===== src/rtl/dsf_pkg.sv =====
package dsf_pkg;
  localparam int ADDR_W = 16;
  localparam int LEN_W  = 12;
  localparam int PER_W  = 9;

  localparam logic [2:0] SEL_CTRL  = 3'd0;
  localparam logic [2:0] SEL_LEVEL = 3'd1;
  localparam logic [2:0] SEL_START = 3'd2;
  localparam logic [2:0] SEL_LEN   = 3'd3;
  localparam logic [2:0] SEL_CHAN  = 3'd4;

  // CPU cycles between fetches for each rate index
  function automatic logic [PER_W-1:0] rate_period(input logic [3:0] idx);
    case (idx)
      4'd0:  return 9'd428;
      4'd1:  return 9'd380;
      4'd2:  return 9'd340;
      4'd3:  return 9'd320;
      4'd4:  return 9'd286;
      4'd5:  return 9'd254;
      4'd6:  return 9'd226;
      4'd7:  return 9'd214;
      4'd8:  return 9'd190;
      4'd9:  return 9'd160;
      4'd10: return 9'd142;
      4'd11: return 9'd128;
      4'd12: return 9'd106;
      4'd13: return 9'd85;
      4'd14: return 9'd72;
      default: return 9'd54;
    endcase
  endfunction

  function automatic logic [ADDR_W-1:0] first_addr(input logic [7:0] r);
    return 16'hC000 + {2'b00, r, 6'b000000};
  endfunction

  function automatic logic [LEN_W-1:0] byte_total(input logic [7:0] r);
    return {r, 4'b0000};
  endfunction

  // Increment that folds an overflow into the upper half
  function automatic logic [ADDR_W-1:0] step_addr(input logic [ADDR_W-1:0] a);
    return (a == 16'hFFFF) ? 16'h8000 : a + 16'd1;
  endfunction
endpackage


===== src/rtl/dsf_regs.sv =====
module dsf_regs
  import dsf_pkg::*;
(
  input  logic       clk,
  input  logic       rst_n,
  input  logic       wr,
  input  logic [2:0] sel,
  input  logic [7:0] wdata,
  output logic       irq_en,
  output logic       loop_en,
  output logic [3:0] rate_idx,
  output logic [7:0] start_reg,
  output logic [7:0] len_reg
);
  always_ff @(posedge clk) begin
    if (!rst_n) begin
      irq_en    <= 1'b0;
      loop_en   <= 1'b0;
      rate_idx  <= 4'd0;
      start_reg <= 8'd0;
      len_reg   <= 8'd0;
    end else if (wr) begin
      case (sel)
        SEL_CTRL: begin
          irq_en   <= wdata[7];
          loop_en  <= wdata[6];
          rate_idx <= wdata[3:0];
        end
        SEL_START: start_reg <= wdata;
        SEL_LEN:   len_reg   <= wdata;
        default: ;  // level register and others: accepted, no state
      endcase
    end
  end
endmodule


===== src/rtl/dsf_rate_timer.sv =====
module dsf_rate_timer
  import dsf_pkg::*;
(
  input  logic             clk,
  input  logic             rst_n,
  input  logic             run,
  input  logic             hold,
  input  logic [PER_W-1:0] period,
  output logic             expire
);
  logic [PER_W-1:0] tcnt;
  logic             at_end;

  assign at_end = (tcnt == period - 9'd1);
  assign expire = run && !hold && at_end;

  always_ff @(posedge clk) begin
    if (!rst_n)         tcnt <= '0;
    else if (!run)      tcnt <= '0;
    else if (expire)    tcnt <= '0;
    else if (!at_end)   tcnt <= tcnt + 9'd1;
  end
endmodule


===== src/rtl/dsf_fetch_engine.sv =====
module dsf_fetch_engine
  import dsf_pkg::*;
#(
  parameter int STALL_CYCLES = 4
) (
  input  logic              clk,
  input  logic              rst_n,
  input  logic              chan_wr,
  input  logic              chan_on,
  input  logic              status_rd,
  input  logic              irq_en,
  input  logic              loop_en,
  input  logic [7:0]        start_reg,
  input  logic [7:0]        len_reg,
  input  logic              expire,
  input  logic              mem_ack,
  input  logic [7:0]        mem_rdata,
  output logic              active,
  output logic              mem_req,
  output logic [ADDR_W-1:0] mem_addr,
  output logic [7:0]        sample_byte,
  output logic              sample_vld,
  output logic              cpu_stall,
  output logic              irq_pend,
  output logic              bytes_left,
  output logic              byte_done,
  output logic              sample_end
);
  localparam int SC_W = $clog2(STALL_CYCLES + 1);
  localparam logic [SC_W-1:0] SC_LAST = SC_W'(STALL_CYCLES - 1);

  logic              en;
  logic [ADDR_W-1:0] cur;
  logic [LEN_W-1:0]  cnt;
  logic [SC_W-1:0]   scnt;

  assign bytes_left = (cnt != '0);
  assign active     = en && bytes_left;
  assign byte_done  = mem_req && mem_ack;
  assign sample_end = byte_done && (cnt == LEN_W'(1));

  always_ff @(posedge clk) begin
    if (!rst_n) begin
      en          <= 1'b0;
      cur         <= '0;
      cnt         <= '0;
      mem_req     <= 1'b0;
      mem_addr    <= '0;
      sample_byte <= '0;
      sample_vld  <= 1'b0;
      cpu_stall   <= 1'b0;
      scnt        <= '0;
      irq_pend    <= 1'b0;
    end else begin
      sample_vld <= 1'b0;
      if (status_rd) irq_pend <= 1'b0;

      // stall window and request launch
      if (expire) begin
        mem_req   <= 1'b1;
        mem_addr  <= cur;
        cpu_stall <= 1'b1;
        scnt      <= '0;
      end else if (cpu_stall) begin
        if (scnt != SC_LAST) scnt <= scnt + 1'b1;
        if (scnt == SC_LAST && (!mem_req || mem_ack)) cpu_stall <= 1'b0;
      end

      // completion of a byte
      if (byte_done) begin
        mem_req     <= 1'b0;
        sample_byte <= mem_rdata;
        sample_vld  <= 1'b1;
        cur         <= step_addr(cur);
        cnt         <= cnt - LEN_W'(1);
        if (sample_end) begin
          if (loop_en) begin
            cur <= first_addr(start_reg);
            cnt <= byte_total(len_reg);
          end else begin
            en <= 1'b0;
            if (irq_en) irq_pend <= 1'b1;
          end
        end
      end

      // channel register write
      if (chan_wr) begin
        if (chan_on) begin
          if (!en || !bytes_left) begin
            cur <= first_addr(start_reg);
            cnt <= byte_total(len_reg);
          end
          en <= 1'b1;
        end else begin
          en <= 1'b0;
        end
      end
    end
  end
endmodule


===== src/rtl/dsf_fetch.sv =====
module dsf_fetch
  import dsf_pkg::*;
#(
  parameter int STALL_CYCLES = 4
) (
  input  logic        clk,
  input  logic        rst_n,
  input  logic        reg_wr,
  input  logic        reg_rd,
  input  logic [2:0]  reg_sel,
  input  logic [7:0]  reg_wdata,
  output logic [7:0]  reg_rdata,
  output logic        mem_req,
  output logic [15:0] mem_addr,
  input  logic        mem_ack,
  input  logic [7:0]  mem_rdata,
  output logic [7:0]  sample_byte,
  output logic        sample_vld,
  output logic        cpu_stall,
  output logic        irq
);
  logic             irq_en, loop_en;
  logic [3:0]       rate_idx;
  logic [7:0]       start_reg, len_reg;
  logic             active, expire, bytes_left, byte_done, sample_end;
  logic             chan_wr, status_rd;
  logic [PER_W-1:0] period;

  assign chan_wr   = reg_wr && (reg_sel == SEL_CHAN);
  assign status_rd = reg_rd && (reg_sel == SEL_CHAN);
  assign period    = rate_period(rate_idx);
  assign reg_rdata = (reg_sel == SEL_CHAN) ? {1'b0, irq, 1'b0, bytes_left, 4'b0000} : 8'h00;

  dsf_regs u_regs (
    .clk(clk), .rst_n(rst_n), .wr(reg_wr), .sel(reg_sel), .wdata(reg_wdata),
    .irq_en(irq_en), .loop_en(loop_en), .rate_idx(rate_idx),
    .start_reg(start_reg), .len_reg(len_reg)
  );

  dsf_rate_timer u_timer (
    .clk(clk), .rst_n(rst_n), .run(active), .hold(mem_req),
    .period(period), .expire(expire)
  );

  dsf_fetch_engine #(.STALL_CYCLES(STALL_CYCLES)) u_eng (
    .clk(clk), .rst_n(rst_n), .chan_wr(chan_wr), .chan_on(reg_wdata[4]),
    .status_rd(status_rd), .irq_en(irq_en), .loop_en(loop_en),
    .start_reg(start_reg), .len_reg(len_reg), .expire(expire),
    .mem_ack(mem_ack), .mem_rdata(mem_rdata), .active(active),
    .mem_req(mem_req), .mem_addr(mem_addr), .sample_byte(sample_byte),
    .sample_vld(sample_vld), .cpu_stall(cpu_stall), .irq_pend(irq),
    .bytes_left(bytes_left), .byte_done(byte_done), .sample_end(sample_end)
  );
endmodule


===== config.mk =====
export PLATFORM = sky130hd
export DESIGN_NAME = dsf_fetch
export DESIGN_NICKNAME = d
export VERILOG_FILES = /design/src/rtl/dsf_pkg.sv /design/src/rtl/dsf_regs.sv /design/src/rtl/dsf_rate_timer.sv /design/src/rtl/dsf_fetch_engine.sv /design/src/rtl/dsf_fetch.sv
export SDC_FILE = /design/constraint.sdc
export NUM_CORES = 1
export LEC_CHECK = 0
export BUFFER_PORTS_ARGS = -buffer_cell sky130_fd_sc_hd__clkbuf_2
export CAP_MARGIN = 15
export CORE_MARGIN = 4
export CORE_UTILIZATION = 30
export CTS_CLUSTER_DIAMETER = 100
export DETAILED_ROUTE_END_ITERATION = 7
export GPL_ROUTABILITY_DRIVEN = 0
export SLEW_MARGIN = 20
export SYNTH_ARGS = -nofsm -noshare
export SYNTH_HDL_FRONTEND = slang
export SYNTH_HIERARCHICAL = 1
export SYNTH_SLANG_ARGS = --single-unit

===== constraint.sdc =====
create_clock -name clk -period 9.1 [get_ports clk]
set_clock_uncertainty 0.2 [all_clocks]
set_input_delay 0.455 -clock clk [delete_from_list [all_inputs] [get_ports clk]]
set_output_delay 0.455 -clock clk [all_outputs]
set_load 0.03 [all_outputs]

### Word level (Yosys, flattened, before mapping)

Memory sizes are Yosys's and may differ from the RTL's. A register that Yosys moved wholly into a read port is not among the register bits.
Index checks and enable logic that the tools add are counted.

* bits in read-only memories: 144
* memories: 1
* output and inout bits: 36
* register bits after elaboration: 91

Memories
* (name not given): words 16, width 9, rd ports 1, clocked after Yosys merged registers in 1, wr ports 0, line dsf_pkg.sv:14 `case (idx)`

* mux-type cells: 30
* eq/ne operators: 9
* reduce and logical (&&, ||, !) cells: 25
* bitwise operators: 2
* add/sub/neg operators: 6

Operator list (number)
* 16-bit 2-to-1 mux: 7
* 12-bit 2-to-1 mux: 6
* 15-bit by 15-bit adder with 16-bit output (first input constant): 1
* 16-bit by 1-bit adder with 16-bit output (second input constant): 1
* 16-bit equality test (second input constant): 1
* 1-bit 2-to-1 mux: 14
* 12-bit by 1-bit equality test with 1-bit output (second input constant): 1
* 12-bit nonzero test: 1
* 12-bit by 1-bit subtractor with 12-bit output (second input constant): 1
* 9-bit by 1-bit adder with 9-bit output (second input constant): 1
* 3-bit by 2-bit equality test with 1-bit output (second input constant): 3
* 9-bit equality test: 1
* 9-bit by 1-bit subtractor with 9-bit output (second input constant): 1
* 1-bit logical AND: 8
* 4-bit 2-to-1 mux: 2
* 2-bit AND reduction: 4
* 7-bit 2-to-1 mux: 1
* 2-bit nonzero test: 2
* 2-bit OR reduction: 2
* 3-bit by 1-bit adder with 3-bit output (second input constant): 1
* 3-bit equality test (second input constant): 1
* 1-bit zero test: 3
* 3-bit zero test: 1
* 3-bit by 2-bit != test with 1-bit output (second input constant): 1
* 5 further kinds: 7

### Longest topological paths before layout

Gate-level depths: netlist of the first run.

* word-level depth: 8
* depth in mapped cells: 15

### By module

Netlist of the first run, hierarchy kept.

Modules (own cells, without submodules)
* dsf_fetch_engine: instances 1, area an instance 2756.4 um^2, seq. area each 1201.2 um^2, cells each 301
* dsf_rate_timer: instances 1, area an instance 898.4 um^2, seq. area each 180.2 um^2, cells each 120
* dsf_regs: instances 1, area an instance 837.1 um^2, seq. area each 440.4 um^2, cells each 83
* dsf_fetch: instances 1, area an instance 340.3 um^2, seq. area each 0.0 um^2, cells each 41

### Worst setup path after synthesis of the first run

No wires, ideal clock.

* path kind: flip-flop to flip-flop
* from: register u_regs/rate_idx[0] (netlist name)
* to: register u_eng.mem_addr[10]
* period minus slack after synthesis: 3629 ps
* required time: 8772 ps
* stages on the path, launching flop included: 14
* path slack: 5471 ps
* data arrival time: 3302 ps
* path through: dfxtp_1 inv_1 ha_1 a21boi_0 a31o_2 or4_4 nor4_2 a311oi_1 a211o_1 nor4b_1 buf_2 buf_2 mux2i_1 nor2_1

RTL lines
* end signal: assignment: line dsf_fetch_engine.sv:61 `mem_addr <= cur;`
* end: declaration: line dsf_fetch_engine.sv:20 `output logic [ADDR_W-1:0] mem_addr,`

==> summary.txt, run 1 <==
Worst EP arrival -> 3.71 ns
Hold Buf Count CTS -> 0
GRT overflow -> 0
WHS Endpoint -> u_eng/sample_byte[3]
Iter 0 DRT Violations -> 187
Sw Ratio -> 22.1%
Post-CTS Setup Inserts -> 0
Final period utilization -> 40.7%
Pre-antenna DRT Iters -> 4
Register-to-register path setup slack -> 5.40 ns
Area occupied by multi-input gates -> 2770 µm²
Ys Warns -> 6
Total number of vias -> 3777
Number of global-route vias before repair -> 3480
Worst-Skew Late Latency -> 0.34 ns
Clock transition at path regs -> 0.06 ns
Largest regs -> u_eng/cur (16), u_eng/mem_addr (16), u_eng/cnt (12)
P_leak -> 2.14 nW
Final Hold Viols -> 0
Worst-margin pin slew -> 0.669 ns
Hold WC Path Type -> in2reg
Fillers -> 1643
Total CTS buffers -> 9
Total of max-cap violations -> 0
Total GRT Usage -> 11.6%
Die Wd -> 135 µm
Register area -> 1820 µm²
Drt total wl -> 10500 µm
Clock power share -> 46.5%
Top delay family on crit path -> compound AO/OA/AOI/OAI gates
FF-to-FF End -> u_eng/mem_addr[0]
Inst Count DP -> 791
Worst r2r src -> u_regs/rate_idx[0]
Fin cells -> 806
CP startpoint kind -> flip-flop
CP cell instances -> inv_1 > ha_1 > a21boi_0 > a31o_2 > inv_1 > ha_1 > nor3b_1 > nand2_1 > o311ai_0 > nor2_1 > nor4b_2 > buf_4 > mux2i_1 > nor2_1
ANT cells -> 0
Max Transition Viols Final -> 0
DP HPWL -> 7600 µm
Initial Util -> 30.5%
Layout cells sized above 1 -> 18.5%
Fmax -> 0.270 GHz
Io pins -> 60
Avg Cell Area, Syn -> 8.88 µm²
CTS tree -> done
VDD IR max -> 0.129 mV
Setup TNS -> 0 ns
Initial antenna violation count -> 0
Clock root cell -> clkbuf_16
CP Capture Type -> flip-flop
PwrDens -> 155 nW/µm²
Unrepaired setup endpoints after global routing -> false
Die area -> 18200 µm²
Relative slew margins -> 55.2%
CP Class -> reg2reg
First-pass GRT wire length -> 17300 µm
Routed vias/inst -> 4.69
Hold depth -> 3
Worst EP required -> 9.11 ns
Final Critical Period -> 3.70 ns
Psw -> 190 µW
Core Region -> 15800 µm²
Seq pwr share -> 47.5%
DIE HEIGHT -> 135 µm
H-tree levels -> 3
Syn Inst Count -> 544
DR WL/cell -> 13.1 µm
Comb power frac -> 6.1%
Cells on worst reg2reg path -> 14
Final setup fails -> 0
Post-Syn Area -> 4830 µm²
Fin nets -> 625
Port Buffers -> 53
Clk buf depth -> 2
Internal power -> 670 µW
Clock sinks -> 91
Slowest stage delay, CP -> 0.51 ns
Number of antenna-violating nets in the routed design -> 0
DP Area -> 5220 µm²
Fin area -> 5540 µm²
Area grow syn2layout -> 14.7%
Critical-path top delay cell -> o311ai_0
Pin count of the biggest net entering global routing -> 46
CP Buf/Inv Count -> 3
Row Count -> 46
Max FO, Critical Path -> 19
Hold_sp -> mem_rdata[3]
Overall Power -> 860 µW
DRC -> 0
Post-CTS sizing -> 0
Outcome -> complete, no violations
==> layout by cell type (no fill, tap or decap), drive strengths merged, types with 3 or more instances in the layout <==
cell and n:
conb 6, dfxtp 91, and3 10, a21oi 16, nor3b 3, ha 15
mux2i 43, nor3 15, nand2 72, and2 8, a211oi 12, or2 4
o21ai 13, or3 5, nand2b 4, nand4b 3, nand3 26, inv 17
o22ai 10, clkbuf 64, o31ai 4, buf 5, xnor2 21, nand4 4
xor2 12, nor4 3, nor2b 6, nor2 57, or3b 3
==> power groups by stage <==
stage	sequential (mW)	combinational, mW	clock (mW)
after floorplan	0.415	0.0411	0
after global placement	0.417	0.0522	0
after detailed placement	0.417	0.0522	0
after CTS	0.408	0.0525	0.407
after global routing	0.409	0.0574	0.426
final	0.408	0.0520	0.400
==> worst max path at each step <==
| stage | endpoint | slack, ns | cells past startpoint | start |
|---|---|---|---|---|
| after floorplan | u_eng/mem_addr[10] | 5.47 | 13 | u_regs/rate_idx[0] |
| after global placement | u_eng/mem_addr[9] | 5.48 | 12 | u_regs/rate_idx[0] |
| after detailed placement | u_eng/mem_addr[0] | 5.38 | 14 | u_regs/rate_idx[0] |
| after CTS | u_eng/mem_addr[0] | 5.37 | 14 | u_regs/rate_idx[0] |
| after global routing | u_eng/mem_addr[12] | 5.03 | 14 | u_regs/rate_idx[0] |
| final | u_eng/mem_addr[0] | 5.40 | 14 | u_regs/rate_idx[0] |
==> cell type report <==
class	instances	area share [%]
sequential	91	32.9
clock buffer	11	4.38
inverter	16	1.08
multi-input combinational	410	50.0
timing repair buffer	58	5.47
clock inverter	4	1.33
tap	216	4.88
==> worst reg2reg max path, stage by stage, from the launching register on <==
cell      delay, ns
dfxtp_1        0.39
inv_1          0.14
ha_1           0.36
a21boi_0       0.09
a31o_2         0.26
inv_1          0.06
ha_1           0.18
nor3b_1        0.26
nand2_1        0.10
o311ai_0       0.51
nor2_1         0.16
nor4b_2        0.23
buf_4          0.34
mux2i_1        0.25
nor2_1         0.05
==> stage by stage <==
step	hold WS (ns)	setup WS (ns)	util (%)
after floorplan	0.235	5.47	-
after global placement	0.245	5.48	33.0
after detailed placement	0.250	5.38	33.0
after CTS	0.127	5.37	35.0
after global routing	0.137	5.03	35.0
final	0.139	5.40	35.0
==> layer usage <==
layer / global-route usage, % / wire length (µm) / up-vias / share of wire [%]
met5: 0 / 0 / - / 0
met4: 2.04 / 67 / 0 / 0.64
met3: 3.02 / 382 / 5 / 3.6
met2: 19.0 / 4950 / 55 / 47
met1: 15.6 / 5120 / 1752 / 49
li1: - / - / 1965 / -
Power figures use the tool's default switching activity.
==> inputs of run 2 (changes only) <==
==> constraint.sdc (replaced) <==
create_clock -name clk -period 3.42 [get_ports clk]
set_clock_uncertainty 0.2 [all_clocks]
set_input_delay 0.171 -clock clk [delete_from_list [all_inputs] [get_ports clk]]
set_output_delay 0.171 -clock clk [all_outputs]
set_load 0.03 [all_outputs]
==> summary.txt, run 2 (synthesis gave the netlist of run 1 again) <==
Outcome -> complete, no violations
Routed vias/inst -> 4.82 (+2.8%)
Total CTS buffers -> 9 (unchanged)
Critical-path top delay cell -> or3b_4
Port Buffers -> 53 (unchanged)
Number of global-route vias before repair -> 3945 (+13%)
Hold WC Path Type -> in2reg
CP Class -> reg2reg
Total GRT Usage -> 12.4% (+0.78 points)
DIE HEIGHT -> 135 µm (unchanged)
Clock sinks -> 91 (unchanged)
Final Critical Period -> 3.31 ns (-0.391 ns)
Relative slew margins -> 36.1% (-19 points)
Pin count of the biggest net entering global routing -> 45 (-2.2%)
VDD IR max -> 0.231 mV (+80%)
Worst EP arrival -> 3.31 ns (-0.40 ns)
Worst EP required -> 3.42 ns (-5.69 ns)
Slowest stage delay, CP -> 0.39 ns (-0.12 ns)
Fin nets -> 658 (+5.3%)
Iter 0 DRT Violations -> 182 (-2.7%)
GRT overflow -> 0 (unchanged)
Clock root cell -> clkbuf_16
Largest regs -> u_eng/cur (16), u_eng/mem_addr (16), u_eng/cnt (12)
Final setup fails -> 0 (unchanged)
CTS tree -> done
Drt total wl -> 11600 µm (+9.9%)
P_leak -> 2.31 nW (+8.0%)
Worst-Skew Late Latency -> 0.34 ns (about the same)
Worst-margin pin slew -> 0.952 ns (+0.283 ns)
Clock transition at path regs -> 0.07 ns (about the same)
Number of antenna-violating nets in the routed design -> 0 (unchanged)
Layout cells sized above 1 -> 23.2% (+4.8 points)
Final Hold Viols -> 0 (unchanged)
Setup WS post-layout -> 0.110 ns (-5.29 ns)
CP startpoint kind -> flip-flop
DRC -> 0 (unchanged)
Commonest cells after routing, fill and taps aside -> dfxtp_1 (89), nand2_1 (72), nor2_1 (54)
Pre-antenna DRT Iters -> 4 (unchanged)
Register-to-register path setup slack -> 0.11 ns (-5.29 ns)
Fin area -> 5950 µm² (+7.3%)
CP Capture Type -> flip-flop
Final period utilization -> 96.8% (+56 points)
Initial antenna violation count -> 0 (unchanged)
Max Transition Viols Final -> 0 (unchanged)
DR WL/cell -> 13.8 µm (+5.5%)
Clk buf depth -> 2 (unchanged)
First-pass GRT wire length -> 18600 µm (+7.1%)
Die area -> 18200 µm² (unchanged)
Fmax -> 0.302 GHz (+12%)
DP Worst Slack -> -0.111 ns (-5.49 ns)
Max FO, Critical Path -> 8 (-11)
Row Count -> 46 (unchanged)
Die Wd -> 135 µm (unchanged)
Area grow syn2layout -> 23.2%
Unrepaired setup endpoints after global routing -> true
Total of max-cap violations -> 0 (unchanged)
Commonest non-fill, non-tap cell in the layout -> dfxtp_1
PwrDens -> 393 nW/µm² (+150%)
Total number of vias -> 4047 (+7.1%)
Fin util -> 37.6% (+2.6 points)
DP HPWL -> 8280 µm (+8.9%)
Io pins -> 60 (unchanged)
Core Region -> 15800 µm² (unchanged)
H-tree levels -> 3 (unchanged)
WHS -> 0.0508 ns (-0.0884 ns)
Initial Util -> 30.5% (unchanged)
Fillers -> 1577 (-4.0%)
CP cell instances -> inv_4 > ha_4 > a21boi_2 > a31o_2 > inv_1 > ha_2 > or3b_4 > nor2_2 > a32oi_2 > a211o_1 > nor4b_4 > buf_6 > mux2i_1 > nor2_1
DP Area -> 5320 µm² (+1.9%)
ANT cells -> 0 (unchanged)
## run 2: cell types whose count changed in the layout (fill, tap and decap cells not counted), moves of 3 or more
cell	previous run	this run
buf_6	0	4
nor2_1	57	54
buf_4	5	17
ha_1	15	12
dlygate4sd3_1	0	16
inv_1	15	12
## run 2: stage by stage
step | total power, mW | setup TNS [ns] | cells
after detailed placement | 1.25 | -1.45 | 804
after global routing | 2.42 | -0.628 | 840
after floorplan | 1.21 | 0 | 549
final | 2.34 | 0 | 840
after global placement | 1.25 | -0.0431 | 804
after CTS | 2.35 | 0 | 836
## run 2: cell type report
| type | count | area, µm² | area share [%] |
|---|---|---|---|
| multi-input cells | 410 | 2860 | 48.1 |
| flip-flops and latches | 91 | 1820 | 30.7 |
| repair buffers | 91 | 603 | 10.1 |
| well taps | 216 | 270 | 4.54 |
| clock buffers | 9 | 225 | 3.79 |
| clock inverters | 7 | 101 | 1.70 |
| inverters | 16 | 65.1 | 1.09 |
## run 2: timing repair
action                     in CTS  in global routing
resized for setup               4                 21
setup endpoints to repair      19                 21
pin swaps                       3                  2
buffers inserted                0                  3
hold endpoints to repair       30                  0
hold buffers                   16                  0
gates cloned                    0                  1
## run 2: path summary, 6_finish.rpt
| check | start | endpoint | depth (start not counted) |
|---|---|---|---|
| max | u_regs/rate_idx[1] | u_eng/mem_addr[7] | 14 |
| min | reg_rd | u_eng/irq_pend | 5 |
| max reg2reg | u_regs/rate_idx[1] | u_eng/mem_addr[7] | 14 |
| min reg2reg | u_eng/sample_byte[6] | u_eng/sample_byte[6] | 2 |
## run 2: worst max-delay path: cells and delay by family (launching register included)
kind                     cells  cell delay (ns)
AO/OA/AOI/OAI                4             0.68
adder cells (fa/ha/maj)      2             0.47
buffers and inverters        3             0.32
flip-flops                   1             0.35
multiplexers                 1             0.22
AND/OR/NAND/NOR              4             0.94
## run 2: metal layers
metal / vias up / part of all wire (%) / track usage (%)
li1: 2028 / - / -
met1: 1920 / 44 / 14.9
met3: 20 / 3.6 / 2.50
met5: - / 0 / 0
met4: 0 / 1.7 / 4.30
met2: 79 / 51 / 21.9
## run 2: where the power goes
part           switching (mW)  internal [mW]
Sequential             0.0129           1.07
Combinational          0.0954         0.0736
Clock                   0.435          0.647
==> inputs of run 3 (changes only) <==
--- a/config.mk
+++ b/config.mk
@@ -5,6 +5,7 @@
 export SDC_FILE = /design/constraint.sdc
 export NUM_CORES = 1
 export LEC_CHECK = 0
+export ABC_AREA = 1
 export BUFFER_PORTS_ARGS = -buffer_cell sky130_fd_sc_hd__clkbuf_2
 export CAP_MARGIN = 15
 export CORE_MARGIN = 4
==> summary.txt, run 3 <==
Total of max-cap violations -> 0 (unchanged)
Ys Warns -> 6 (unchanged)
Async set-or-reset flop fraction in the synthesized netlist -> 0%
DP Worst Slack -> 0.359 ns (+0.470 ns)
DIE HEIGHT -> 139 µm (+3.0%)
Outcome -> complete, no violations
GRT overflow -> 0 (unchanged)
Worst-margin pin slew -> 0.776 ns (-0.176 ns)
PwrDens -> 376 nW/µm² (-4.2%)
Top-area cell type share of the netlist area -> 35.5%
Fin nets -> 868 (+32%)
FF-to-FF End -> u_eng/scnt[2]
Io pins -> 60 (unchanged)
ANT cells -> 0 (unchanged)
CTS tree -> done
Fmax -> 0.324 GHz (+7.2%)
Post-Syn Area -> 5140 µm² (+6.4%)
Clk buf depth -> 2 (unchanged)
H-tree levels -> 3 (unchanged)
Most common flop cell mapped by yosys -> dfxtp_1
Seq/Total Area, Yosys -> 35.5%
DP HPWL -> 9160 µm (+11%)
Commonest cells after routing, fill and taps aside -> nand2_1 (186), nor2_1 (113), dfxtp_1 (90)
Fin util -> 36.5% (-1.1 points)
Yosys cell types -> 42
Post-synth EDFFs -> 0
Hold WC Path Type -> in2reg
Relative slew margins -> 48.1% (+12 points)
Fin cells -> 1054 (+25%)
Unrepaired setup endpoints after global routing -> false
Synth area leaders -> dfxtp_1 (35%), nand2_1 (14%), nor2_1 (8.3%)
Setup TNS -> 0 ns (unchanged)
Register-to-register path setup slack -> 0.33 ns (+0.22 ns)
Port Buffers -> 53 (unchanged)
VDD IR max -> 0.308 mV (+33%)
Final Hold Viols -> 0 (unchanged)
Total number of vias -> 4774 (+18%)
Clock transition at path regs -> 0.07 ns (about the same)
Most common library cells after synthesis -> nand2_1 (186), nor2_1 (113), dfxtp_1 (91), inv_1 (88), nand3_1 (64)
Number of antenna-violating nets in the routed design -> 0 (unchanged)
Layout cells sized above 1 -> 14.1% (-9.1 points)
DRC -> 0 (unchanged)
Row Count -> 47 (+2.2%)
WHS Endpoint -> u_eng/en
Syn Inst Count -> 759 (+40%)
Die Wd -> 139 µm (+3.0%)
Core Region -> 16700 µm² (+5.5%)
Total CTS buffers -> 9 (unchanged)
Final setup fails -> 0 (unchanged)
Inst Count DP -> 1020 (+27%)
Final period utilization -> 90.2% (-6.5 points)
Post-CTS Setup Inserts -> 0 (unchanged)
CP Class -> reg2reg
Cells on worst reg2reg path -> 17 (+3)
Clock sinks -> 91 (unchanged)
Fillers -> 1827 (+16%)
Die area -> 19300 µm² (+6.0%)
Routed vias/inst -> 4.53 (-6.0%)
Count leader, synth -> nand2_1
Final Critical Period -> 3.09 ns (-0.223 ns)
Pre-antenna DRT Iters -> 4 (unchanged)
Hold depth -> 5 (unchanged)
Worst EP arrival -> 3.16 ns (-0.15 ns)
Initial antenna violation count -> 0 (unchanged)
Cell taking the most area after synthesis -> dfxtp_1
DR WL/cell -> 11.9 µm (-14%)
Commonest non-fill, non-tap cell in the layout -> nand2_1
Hold_sp -> reg_wr
Area grow syn2layout -> 18.7%
CP Capture Type -> flip-flop
Setup WS post-layout -> 0.334 ns (+0.223 ns)
Yosys reg bits -> 91
Worst EP required -> 3.49 ns (+0.07 ns)
Total GRT Usage -> 13.4% (+0.99 points)
Largest regs -> u_eng/cur (16), u_eng/mem_addr (16), u_eng/cnt (12)
Iter 0 DRT Violations -> 255 (+40%)
CP startpoint kind -> flip-flop
P_leak -> 2.72 nW (+18%)
Pin count of the biggest net entering global routing -> 31 (-31%)
Drt total wl -> 12500 µm (+8.2%)
Worst-Skew Late Latency -> 0.35 ns (about the same)
Avg Cell Area, Syn -> 6.77 µm² (-24%)
First-pass GRT wire length -> 21600 µm (+16%)
Initial Util -> 30.8% (+0.26 points)
Number of global-route vias before repair -> 4557 (+16%)
Clock root cell -> clkbuf_16
Max FO, Critical Path -> 8 (unchanged)
Worst r2r src -> u_regs/rate_idx[0]
Max Transition Viols Final -> 0 (unchanged)
run 3: repair_timing:
action                                  in CTS  in global routing
endpoints found under the hold margin       30                  0
endpoints found under the setup margin       0                 15
hold buffers                                18                  0
gates resized for setup                      0                  3
run 3: worst max path at each step:
| stage | start | end | slack, ns | cells past startpoint |
|---|---|---|---|---|
| detailed placement | u_regs/rate_idx[0] | u_eng/scnt[2] | 0.36 | 17 |
| global placement | u_regs/rate_idx[0] | u_eng/scnt[2] | 0.44 | 17 |
| global route | u_regs/rate_idx[0] | u_eng/scnt[2] | 0.03 | 17 |
| floorplan | u_regs/rate_idx[0] | u_eng/scnt[2] | 0.59 | 17 |
| finish | u_regs/rate_idx[0] | u_eng/scnt[2] | 0.33 | 17 |
| CTS | u_regs/rate_idx[0] | u_eng/scnt[2] | 0.35 | 17 |
run 3: cells by family (layout without fill, tap and decap cells):
logic type                 Yosys count  count (layout)  share of synthesized area, %
AOI/OAI and AO/OA                   82              82                          8.60
xor gates and xnor gates            25              25                          4.55
buffers and inverters              115             185                          9.30
adders and majority gates           15              15                          3.65
DFF                                 91              91                          35.5
and+or+nand+nor                    430             430                          38.4
other                                1               6                        0.0730
run 3: through the flow:
step                      instance area (µm²)  hold WS [ns]  power [mW]
after floorplan                          5160        0.0741        1.22
after global placement                   5610         0.161        1.26
after detailed placement                 5610         0.164        1.26
after CTS                                6090        0.0102        2.33
after global routing                     6100        0.0830        2.38
final                                    6100        0.0245        2.29
run 3: power breakdown:
group	leakage [nW]	internal [mW]	switching, mW
clock network	0.145	0.578	0.464
registers	0.735	1.07	0.00849
logic	1.84	0.0616	0.112
total	2.72	1.71	0.585
run 3: layout make-up:
type                    count  area [µm²]  area share [%]
multi-input cells         558        2860            46.9
repair buffers             76         487            7.98
well taps                 220         275            4.51
flip-flops and latches     91        1820            29.9
clock inverters             7        82.6            1.35
clock buffers               9         225            3.69
inverters                  93         349            5.72
run 3: worst max-delay path, stage by stage (launching register included):
cell	delay, ns
dfxtp_1	0.39
inv_1	0.14
ha_1	0.37
nand2_1	0.08
nand2_1	0.05
inv_1	0.08
inv_1	0.04
ha_1	0.28
or2_2	0.27
nand4_1	0.14
nor2_1	0.06
nand3_1	0.08
nor2_1	0.05
nand3_1	0.09
inv_1	0.08
inv_1	0.20
nand2_1	0.18
a211oi_1	0.24
run 3: routing by layer:
| metal | wire [µm] | global-route usage (%) |
|---|---|---|
| met3 | 659 | 3.31 |
| met5 | 0 | 0 |
| met2 | 5330 | 20.5 |
| met4 | 147 | 4.02 |
| met1 | 6380 | 18.7 |
